File: config.mk
export PLATFORM = sky130hd
export DESIGN_NAME = i2s_tdm_rx
export DESIGN_NICKNAME = d
export VERILOG_FILES = /design/src/rtl/tdm_rx_pkg.sv /design/src/rtl/tdm_sync_tracker.sv /design/src/rtl/tdm_slot_capture.sv /design/src/rtl/i2s_tdm_rx.sv
export SDC_FILE = /design/constraint.sdc
export NUM_CORES = 1
export LEC_CHECK = 0
export BUFFER_PORTS_ARGS = -buffer_cell sky130_fd_sc_hd__buf_2
export CORE_MARGIN = 8
export CORE_UTILIZATION = 35
export CTS_CLUSTER_SIZE = 8
export DETAILED_ROUTE_END_ITERATION = 12
export HOLD_SLACK_MARGIN = 0.02
export SETUP_SLACK_MARGIN = 0.4
export SLEW_MARGIN = 10
export SYNTH_ARGS = -nofsm -noshare
export SYNTH_HDL_FRONTEND = slang
export SYNTH_SLANG_ARGS = --single-unit
File: constraint.sdc
create_clock -name bclk -period 4.1 [get_ports bclk]
set_input_delay 0.615 -clock bclk [delete_from_list [all_inputs] [get_ports bclk]]
set_output_delay 0.615 -clock bclk [all_outputs]
set_load 0.05 [all_outputs]
File: src/rtl/tdm_rx_pkg.sv
package tdm_rx_pkg;

  typedef enum logic [1:0] {
    FMT_STEREO = 2'b00,
    FMT_QUAD_A = 2'b01,
    FMT_QUAD_B = 2'b10,
    FMT_OCTO   = 2'b11
  } fmt_e;

  // number of 32-bit slots in one frame
  function automatic int unsigned slots_per_frame(input logic [1:0] fmt);
    case (fmt)
      FMT_STEREO:             return 2;
      FMT_QUAD_A, FMT_QUAD_B: return 4;
      default:                return 8;
    endcase
  endfunction

  // index of the left slot of the extracted pair
  function automatic int unsigned first_slot(input logic [1:0] fmt, input logic [1:0] pair);
    case (fmt)
      FMT_QUAD_B: return 2;
      FMT_OCTO:   return 2 * int'(pair);
      default:    return 0;
    endcase
  endfunction

  // longest legal run of high sync samples (multiplexed formats only)
  function automatic int unsigned sync_high_max(input logic [1:0] fmt);
    case (fmt)
      FMT_QUAD_A, FMT_QUAD_B: return 127;
      FMT_OCTO:               return 255;
      default:                return 0;
    endcase
  endfunction

endpackage

File: src/rtl/tdm_sync_tracker.sv
module tdm_sync_tracker
  import tdm_rx_pkg::*;
#(
  parameter int SLOT_BITS = 32,
  parameter int CNT_W     = 9
) (
  input  logic             bclk,
  input  logic             rst_n,
  input  logic             fsync,
  input  logic [1:0]       fmt,
  output logic             sync_edge,
  output logic [CNT_W-1:0] bit_idx,
  output logic             locked,
  output logic             frame_err
);

  localparam logic [CNT_W-1:0] CNT_MAX = '1;

  logic             fsync_q;
  logic [CNT_W-1:0] hi_cnt;
  logic [CNT_W-1:0] last_idx;
  logic [CNT_W-1:0] hi_limit;
  logic             is_stereo;
  logic             len_bad;
  logic             hi_bad;

  assign is_stereo = (fmt == FMT_STEREO);
  assign last_idx  = CNT_W'(slots_per_frame(fmt) * SLOT_BITS - 1);
  assign hi_limit  = CNT_W'(sync_high_max(fmt));

  // stereo frames begin on a falling sync, multiplexed frames on a rising one
  assign sync_edge = is_stereo ? (fsync_q & ~fsync) : (~fsync_q & fsync);
  assign len_bad   = sync_edge && locked && (bit_idx != last_idx);
  assign hi_bad    = !is_stereo && fsync && (hi_cnt == hi_limit);

  always_ff @(posedge bclk or negedge rst_n) begin
    if (!rst_n) begin
      fsync_q   <= 1'b0;
      bit_idx   <= CNT_MAX;
      hi_cnt    <= '0;
      locked    <= 1'b0;
      frame_err <= 1'b0;
    end else begin
      fsync_q   <= fsync;
      frame_err <= len_bad | hi_bad;
      if (sync_edge) begin
        bit_idx <= '0;
        locked  <= 1'b1;
      end else if (bit_idx != CNT_MAX) begin
        bit_idx <= bit_idx + 1'b1;
      end
      if (!fsync)                hi_cnt <= '0;
      else if (hi_cnt != CNT_MAX) hi_cnt <= hi_cnt + 1'b1;
    end
  end

  // frame start realigns the bit counter
  assert_idx_realign_R4: assert property (@(posedge bclk) disable iff (!rst_n)
    sync_edge |=> (bit_idx == '0));

  // wrong frame length is reported one cycle after the edge
  assert_len_flag_R7: assert property (@(posedge bclk) disable iff (!rst_n)
    (sync_edge && locked && (bit_idx != last_idx)) |=> frame_err);

  // over-long multiplexed sync pulse is reported
  assert_sync_width_R8: assert property (@(posedge bclk) disable iff (!rst_n)
    (!is_stereo && fsync && (hi_cnt == hi_limit)) |=> frame_err);

  // no error on a stereo frame that has exactly the right length
  assert_no_false_err_R7: assert property (@(posedge bclk) disable iff (!rst_n)
    (is_stereo && !sync_edge) |=> !frame_err);

endmodule

File: src/rtl/tdm_slot_capture.sv
module tdm_slot_capture
  import tdm_rx_pkg::*;
#(
  parameter int SLOT_BITS = 32,
  parameter int KEEP_BITS = 20,
  parameter int CNT_W     = 9
) (
  input  logic                 bclk,
  input  logic                 rst_n,
  input  logic                 sdata,
  input  logic [CNT_W-1:0]     bit_idx,
  input  logic                 locked,
  input  logic [1:0]           fmt,
  input  logic [1:0]           pair,
  output logic [KEEP_BITS-1:0] left_word,
  output logic [KEEP_BITS-1:0] right_word,
  output logic                 out_valid
);

  localparam int POS_W  = $clog2(SLOT_BITS);
  localparam int SLOT_W = CNT_W - POS_W;

  logic [SLOT_W-1:0]    slot_no;
  logic [POS_W-1:0]     pos;
  logic [SLOT_W-1:0]    slot_a;
  logic [SLOT_W-1:0]    slot_b;
  logic                 in_keep;
  logic                 keep_a, keep_b;
  logic                 last_a, last_b;
  logic [KEEP_BITS-1:0] shreg;
  logic [KEEP_BITS-1:0] pend_left;
  logic [KEEP_BITS-1:0] next_word;

  assign slot_no   = bit_idx[CNT_W-1:POS_W];
  assign pos       = bit_idx[POS_W-1:0];
  assign slot_a    = SLOT_W'(first_slot(fmt, pair));
  assign slot_b    = slot_a + 1'b1;
  assign in_keep   = locked && (int'(pos) < KEEP_BITS);
  assign keep_a    = in_keep && (slot_no == slot_a);
  assign keep_b    = in_keep && (slot_no == slot_b);
  assign last_a    = keep_a && (int'(pos) == KEEP_BITS - 1);
  assign last_b    = keep_b && (int'(pos) == KEEP_BITS - 1);
  assign next_word = {shreg[KEEP_BITS-2:0], sdata};

  always_ff @(posedge bclk or negedge rst_n) begin
    if (!rst_n) begin
      shreg      <= '0;
      pend_left  <= '0;
      left_word  <= '0;
      right_word <= '0;
      out_valid  <= 1'b0;
    end else begin
      out_valid <= 1'b0;
      if (keep_a || keep_b) shreg <= next_word;
      if (last_a) pend_left <= next_word;
      if (last_b) begin
        left_word  <= pend_left;
        right_word <= next_word;
        out_valid  <= 1'b1;
      end
    end
  end

  // strobe lasts a single cycle
  assert_valid_single_R6: assert property (@(posedge bclk) disable iff (!rst_n)
    out_valid |=> !out_valid);

  // published words move only together with the strobe
  assert_words_hold_R6: assert property (@(posedge bclk) disable iff (!rst_n)
    (!$stable(right_word) || !$stable(left_word)) |-> out_valid);

  // nothing is published before frame alignment
  assert_no_early_word_R9: assert property (@(posedge bclk) disable iff (!rst_n)
    !locked |=> !out_valid);

endmodule

File: src/rtl/i2s_tdm_rx.sv
module i2s_tdm_rx #(
  parameter int SLOT_BITS = 32,
  parameter int KEEP_BITS = 20
) (
  input  logic                 bclk,
  input  logic                 rst_n,
  input  logic                 fsync,
  input  logic                 sdata,
  input  logic [1:0]           cfg_fmt,
  input  logic [1:0]           cfg_pair,
  output logic [KEEP_BITS-1:0] left_word,
  output logic [KEEP_BITS-1:0] right_word,
  output logic                 out_valid,
  output logic                 frame_err
);

  localparam int MAX_SLOTS = 8;
  localparam int CNT_W     = $clog2(MAX_SLOTS * SLOT_BITS) + 1;

  logic             sync_edge;
  logic [CNT_W-1:0] bit_idx;
  logic             locked;

  tdm_sync_tracker #(
    .SLOT_BITS (SLOT_BITS),
    .CNT_W     (CNT_W)
  ) u_tracker (
    .bclk      (bclk),
    .rst_n     (rst_n),
    .fsync     (fsync),
    .fmt       (cfg_fmt),
    .sync_edge (sync_edge),
    .bit_idx   (bit_idx),
    .locked    (locked),
    .frame_err (frame_err)
  );

  tdm_slot_capture #(
    .SLOT_BITS (SLOT_BITS),
    .KEEP_BITS (KEEP_BITS),
    .CNT_W     (CNT_W)
  ) u_capture (
    .bclk       (bclk),
    .rst_n      (rst_n),
    .sdata      (sdata),
    .bit_idx    (bit_idx),
    .locked     (locked),
    .fmt        (cfg_fmt),
    .pair       (cfg_pair),
    .left_word  (left_word),
    .right_word (right_word),
    .out_valid  (out_valid)
  );

  // a frame start in the same cycle as a publish must not drop the strobe
  assert_publish_at_edge_R6: assert property (@(posedge bclk) disable iff (!rst_n)
    (sync_edge && locked && (bit_idx[4:0] == 5'(KEEP_BITS - 1)) && (cfg_fmt == 2'b10)
     && (bit_idx[CNT_W-1:5] == 3)) |=> out_valid);

endmodule

==> results_dict.tcl, run 1 <==
set metrics [dict create \
    synthesis.nets 303 \
    fp.dieH_um 127.7 \
    critical_path_arrival_ns 3.13 \
    synth-edff-count 0 \
    hold_viol 0 \
    io_pins 50 \
    timing.final.crit_share 0.7123 \
    leakagePower_nw 2.446 \
    p_per_area_nw_per_um2 475.2 \
    fin_nets 352 \
    yosys.cell_count.top_type "dfrtp_1" \
    die_x_um 127.7 \
    finClkSkew_ns 0.007990 \
    period_needed_ns 2.920 \
    grt_max_degree 78 \
    slew_headroom 0.3814 \
    holdWs_ns 0.4196 \
    startpoint_type "flop" \
    io_buffers 49 \
    wl_per_cell_um 14.67 \
    avgSynthCellArea_um2 15.01 \
    grt_first_pass_wirelength_um 13020 \
    hold_path.class "in2async" \
    status "finished clean" \
    totalWireLength_um 7571 \
    dpl.hpwl_um 5148 \
    grt_pass1_vias 2598 \
    r2r_cells 5 \
    r2r_start "u_tracker.bit_idx[6]" \
    r2r_setup_slack_ns 1.18 \
    firstDrtPassIters 4 \
    max_freq_ghz 0.3424 \
    max-vdd-ir-drop_mv 0.2223 \
    slew_violations 0 \
    grt_overflow 0 \
    ys_seq_area_frac 0.5812 \
    ant_nets 0 \
    grt_antenna_before_repair 0 \
    clkTransAtPathRegs_ns 0.07 \
    routed-via-count 2378 \
    dieArea_um2 16310 \
    r2r-end "u_capture.right_word[5]" \
    synthArstFlopShare 1.000 \
    drc 0 \
    fin_area_um2 5035 \
    placed_cell_area_um2 4721 \
    routed_via_density 4.609 \
    grtUsageTotal 0.09845 \
    critPathMaxFanout 40 \
    fin_tns_setup_ns 0 \
    drive_above_1_share 0.4651 \
    htreeDepth 3 \
    gp_congestion 0.7220 \
    cts-root-buf "clkbuf_16" \
    areaGrowthSynthToFinish_pct 15.27 \
    cts_buffer_depth 2 \
    row_count 41 \
    ctsResizeCount 0 \
    critPathKind "reg2reg" \
    cp-end-kind "flop" \
    required_ns 4.31 \
    utilization 0.4056 \
    syn_inst 291 \
    numCtsBuffers 9 \
    cts_tree "yes" \
    synth_area_leaders "dfrtp_1, mux2_4, mux2_2, dfstp_2, xnor2_1" \
    tightest_slew_ns 0.9279 \
    core_area_um2 12410 \
    synth_top_cell_by_area "dfrtp_1" \
    cts_hold_repair.buffers 0 \
    clock-sinks 101 \
    fillers 1195 \
    synth_ff_type "dfrtp_1" \
    synth.top_cell.area_share 0.5271 \
    maxCapViolations 0 \
    total_power_mw 2.392 \
    insertion_delay_ns 0.33 \
    cts_setup_buffers 0 \
    drt_first_iter_violations 141 \
    yosys_warnings 0 \
    antenna_cells 0 \
    synth_area_um2 4368 \
    finalSetupViolCount 0 \
    ys_seq_elements 101 \
    synth_common_cells "dfrtp_1, mux2_4, mux2_2" \
    synthDistinctLibCells 35 \
    initial_core_util 0.3518 \
    rsz0062_at_grt "no" \
]
[logic make-up (layout without fill, tap and decap cells)]
kind of cell               count (synthesis)  after routing  synth area share
buffers and inverters                     15             68           0.03237
AOI/OAI and AO/OA                         12             12           0.02263
DFF                                      101            101            0.5812
adders and majority gates                  4              4           0.01146
xor gates and xnor gates                  15             15           0.03008
and+or+nand+nor                           61             61           0.07505
muxes                                     83             83            0.2472
[worst max-delay path, cell delays in order, from the launching register on]
cell       delay (ns)
dfstp_2          0.60
nand3_1          0.17
a2111oi_4        0.77
and3_2           0.29
buf_4            0.57
mux2_4           0.35
[area by class of cell]
cell class | count | area, µm² | area share
multi-input cells | 175 | 1689 | 0.3355
flip-flops and latches | 101 | 2539 | 0.5042
repair buffers | 53 | 277.8 | 0.05517
clock buffers | 10 | 229.0 | 0.04548
clock inverters | 5 | 85.08 | 0.01690
well taps | 172 | 215.2 | 0.04274
[worst max-delay path by stage]
stage / from / to / slack, ns
after global routing: u_tracker.bit_idx[6] / u_capture.pend_left[5] / 0.94
final: u_tracker.bit_idx[6] / u_capture.right_word[5] / 1.18
after CTS: u_tracker.bit_idx[6] / u_capture.pend_left[10] / 1.13
after detailed placement: cfg_fmt[0] / u_capture.pend_left[13] / 0.89
after floorplan: u_tracker.bit_idx[0] / u_tracker.bit_idx[7] / 1.88
after global placement: cfg_pair[0] / u_capture.left_word[7] / 1.0
[per-layer routing]
layer	track usage	share of wire	vias to the layer above	wire length (µm)
li1	-	-	1112	-
met1	0.1279	0.48	1219	3619
met2	0.1555	0.46	41	3491
met3	0.02537	0.050	6	381
met4	0.03566	0.010	0	79
met5	0	0	-	0
[power breakdown]
group          switching [mW]  total [mW]  leakage (nW)  internal, mW
registers               0.130        1.28          1.33          1.14
clock network           0.348       0.883         0.149         0.535
logic                  0.0959       0.235         0.971         0.139
total                   0.574        2.39          2.45          1.82
[layout by cell type, fill, tap and decap left out, types with 2 or more instances in the layout]
| cell type | n |
|---|---|
| nand2b_1 | 5 |
| buf_2 | 48 |
| o21ai_0 | 4 |
| mux2_2 | 39 |
| nand3_1 | 9 |
| xor2_1 | 3 |
| clkbuf_16 | 9 |
| or4b_2 | 2 |
| mux2i_1 | 4 |
| dfrtp_1 | 92 |
| xnor2_1 | 12 |
| dfstp_2 | 9 |
| buf_4 | 5 |
| nor2b_1 | 4 |
| and3_1 | 3 |
| nand4_1 | 3 |
| a21oi_1 | 2 |
| ha_1 | 4 |
| mux2_4 | 40 |
| nand2_1 | 6 |
| bufinv_16 | 2 |
| nor2_1 | 17 |
| and2_1 | 6 |
[state kept, by name (all words and copies together), names as in the netlist]
name                  cells
u_tracker.frame_err       1
u_tracker.locked          1
u_capture.out_valid       1
u_tracker.hi_cnt          9
u_capture.shreg          19
u_capture.left_word      20
u_capture.right_word     20
u_capture.pend_left      20
u_tracker.fsync_q         1
u_tracker.bit_idx         9
[metrics by stage]
step | worst slack [ns] | cells
finish | 1.180 | 516
global route | 0.9422 | 516
CTS | 1.127 | 516
detailed placement | 0.8852 | 501
global placement | 0.9987 | 501
floorplan | 1.880 | 291
No activity file was read; power rests on OpenSTA's default activity.
==> inputs of run 2 (changes only) <==
ABC_AREA = 1   (was not set)
clock period = 2.7 ns   (was 4.1 ns; I/O delays follow)
==> results_dict.tcl, run 2 <==
set metrics [dict create \
    status "finished clean" \
    initial_core_util 0.3537 \
    met2_usage 0.1916 \
    grt_pass1_vias 3432 \
    busiest_layer "met2" \
    cts-root-buf "clkbuf_16" \
    grt_overflow 0 \
    r2r-end "u_tracker.hi_cnt[7]" \
    antenna_cells 0 \
    timing.final.ws_setup_ns 0.6489 \
    cts_buffer_depth 2 \
    hold_path.class "in2async" \
    maxCapViolations 0 \
    grt_antenna_before_repair 0 \
    cp-end-kind "flop" \
    ff_latch_area_um2 2539 \
    grt_max_degree 63 \
    routed_via_density 4.914 \
    synth.top_cell.area_share 0.5221 \
    critical_path_arrival_ns 2.32 \
    synthesis.nets 514 \
    fp.dieH_um 128.2 \
    reg_top3 "u_capture.left_word (20), u_capture.pend_left (20), u_capture.right_word (20)" \
    fin_nets 556 \
    slew_headroom 0.6535 \
    areaGrowthSynthToFinish_pct 17.28 \
    leakagePower_nw 2.814 \
    routed-via-count 3543 \
    timing.final.crit_share 0.7597 \
    gp_congestion 0.8144 \
    hold_viol 0 \
    synth_top_cell_by_area "dfrtp_1" \
    synthDistinctLibCells 25 \
    max_freq_ghz 0.4875 \
    fin_tns_setup_ns 0 \
    layout_commonest_cell "nand2_1" \
    grt_util_met1 0.1816 \
    clkTransAtPathRegs_ns 0.07 \
    tightest_slew_ns 0.5197 \
    wl_per_cell_um 14.05 \
    critPathMaxFanout 4 \
    synth_ff_type "dfrtp_1" \
    required_ns 2.97 \
    synthArstFlopShare 1.000 \
    drc 0 \
    cts_hold_repair.buffers 0 \
    io_pins 50 \
    synth_area_leaders "dfrtp_1, nand2_1, nand4_1, dfstp_2, nand3_1" \
    finalSetupViolCount 0 \
    r2r_start "u_tracker.hi_cnt[0]" \
    r2r_cells 12 \
    dpl.hpwl_um 6801 \
    grtUsageTotal 0.1291 \
    slew_violations 0 \
    ctsResizeCount 0 \
    final_cell_mix "nand2_1, dfrtp_1, nand4_1" \
    ant_nets 0 \
    die_x_um 128.2 \
    io_buffers 49 \
    syn_inst 502 \
    fin_area_um2 5171 \
    multi_input_area_um2 1635 \
    ys_seq_elements 101 \
    r2r_setup_slack_ns 0.65 \
    row_count 41 \
    drive_above_1_share 0.1658 \
    rsz0062_at_grt "no" \
    grt_first_pass_wirelength_um 17210 \
    finClkSkew_ns 0.004767 \
    placed_cell_area_um2 4822 \
    synth_common_cells "nand2_1, dfrtp_1, nand4_1" \
    cts_setup_buffers 0 \
    yosys_warnings 0 \
    core_area_um2 12470 \
    synth_area_um2 4409 \
    period_needed_ns 2.051 \
    p_per_area_nw_per_um2 661.6 \
    ys_seq_area_frac 0.5758 \
    use_met3 0.02870 \
    fillers 1240 \
    cts_tree "yes" \
    max-vdd-ir-drop_mv 0.3012 \
    drt_first_iter_violations 351 \
    totalWireLength_um 10130 \
    numCtsBuffers 9 \
    startpoint_type "flop" \
    avgSynthCellArea_um2 8.783 \
    critPathKind "reg2reg" \
    dieArea_um2 16450 \
    firstDrtPassIters 4 \
    clock-sinks 101 \
    synth-edff-count 0 \
    yosys.cell_count.top_type "nand2_1" \
    dpl_worst_slack_ns 0.6605 \
    insertion_delay_ns 0.34 \
    holdWs_ns 0.04586 \
    htreeDepth 3 \
]
run 2: kinds of logic (layout without fill, tap and decap cells):
| group | Yosys count | count (layout) | synth area share |
|---|---|---|---|
| adder cells (fa/ha/maj) | 4 | 4 | 0.01135 |
| buffers and inverters | 52 | 99 | 0.05505 |
| AO/OA/AOI/OAI | 24 | 24 | 0.02781 |
| flip-flops | 101 | 101 | 0.5758 |
| AND/OR/NAND/NOR | 318 | 318 | 0.3241 |
| XOR/XNOR | 3 | 3 | 0.005960 |
run 2: final cells by class:
| cell class | count | area share |
|---|---|---|
| clock buffer | 11 | 0.04694 |
| clock inverter | 5 | 0.02057 |
| inverter | 22 | 0.01597 |
| multi-input combinational | 349 | 0.3162 |
| sequential | 101 | 0.4909 |
| tap | 172 | 0.04162 |
| timing repair buffer | 61 | 0.06775 |
run 2: where the power goes:
group | internal [mW] | switching (mW) | total, mW
logic | 0.0734 | 0.147 | 0.220
registers | 1.61 | 0.100 | 1.71
clock network | 0.935 | 0.555 | 1.49
run 2: worst max-delay path by stage:
stage	end	slack, ns	cells after the start	start
finish	u_tracker.hi_cnt[7]	0.65	12	u_tracker.hi_cnt[0]
global route	u_tracker.bit_idx[6]	0.51	10	u_tracker.bit_idx[1]
CTS	u_tracker.bit_idx[6]	0.65	10	u_tracker.bit_idx[1]
detailed placement	u_tracker.hi_cnt[7]	0.66	12	u_tracker.hi_cnt[0]
global placement	u_tracker.bit_idx[6]	0.74	10	u_tracker.bit_idx[1]
floorplan	u_tracker.hi_cnt[7]	0.88	12	u_tracker.hi_cnt[0]
run 2: critical path: stages (launching register included):
cell	delay, ns
dfrtp_1	0.41
ha_1	0.24
nand3_1	0.11
nor2_1	0.05
and3_1	0.14
ha_1	0.19
nand2_1	0.10
inv_1	0.09
nor2_1	0.22
nand2_1	0.11
nor2_1	0.14
o21bai_1	0.07
a21oi_1	0.10
run 2: per-stage QoR:
stage | utilization | instances | power (mW)
after detailed placement | 0.3868 | 705 | 1.960
after CTS | 0.4148 | 721 | 3.453
final | 0.4148 | 721 | 3.422
after global routing | 0.4148 | 721 | 3.559
after floorplan | - | 502 | 1.855
after global placement | 0.3868 | 705 | 1.946
run 2: routing by layer:
metal | vias to the layer above | routed length (µm)
li1 | 1764 | -
met1 | 1702 | 5076
met2 | 72 | 4601
met3 | 5 | 346
met4 | 0 | 105
met5 | - | 0
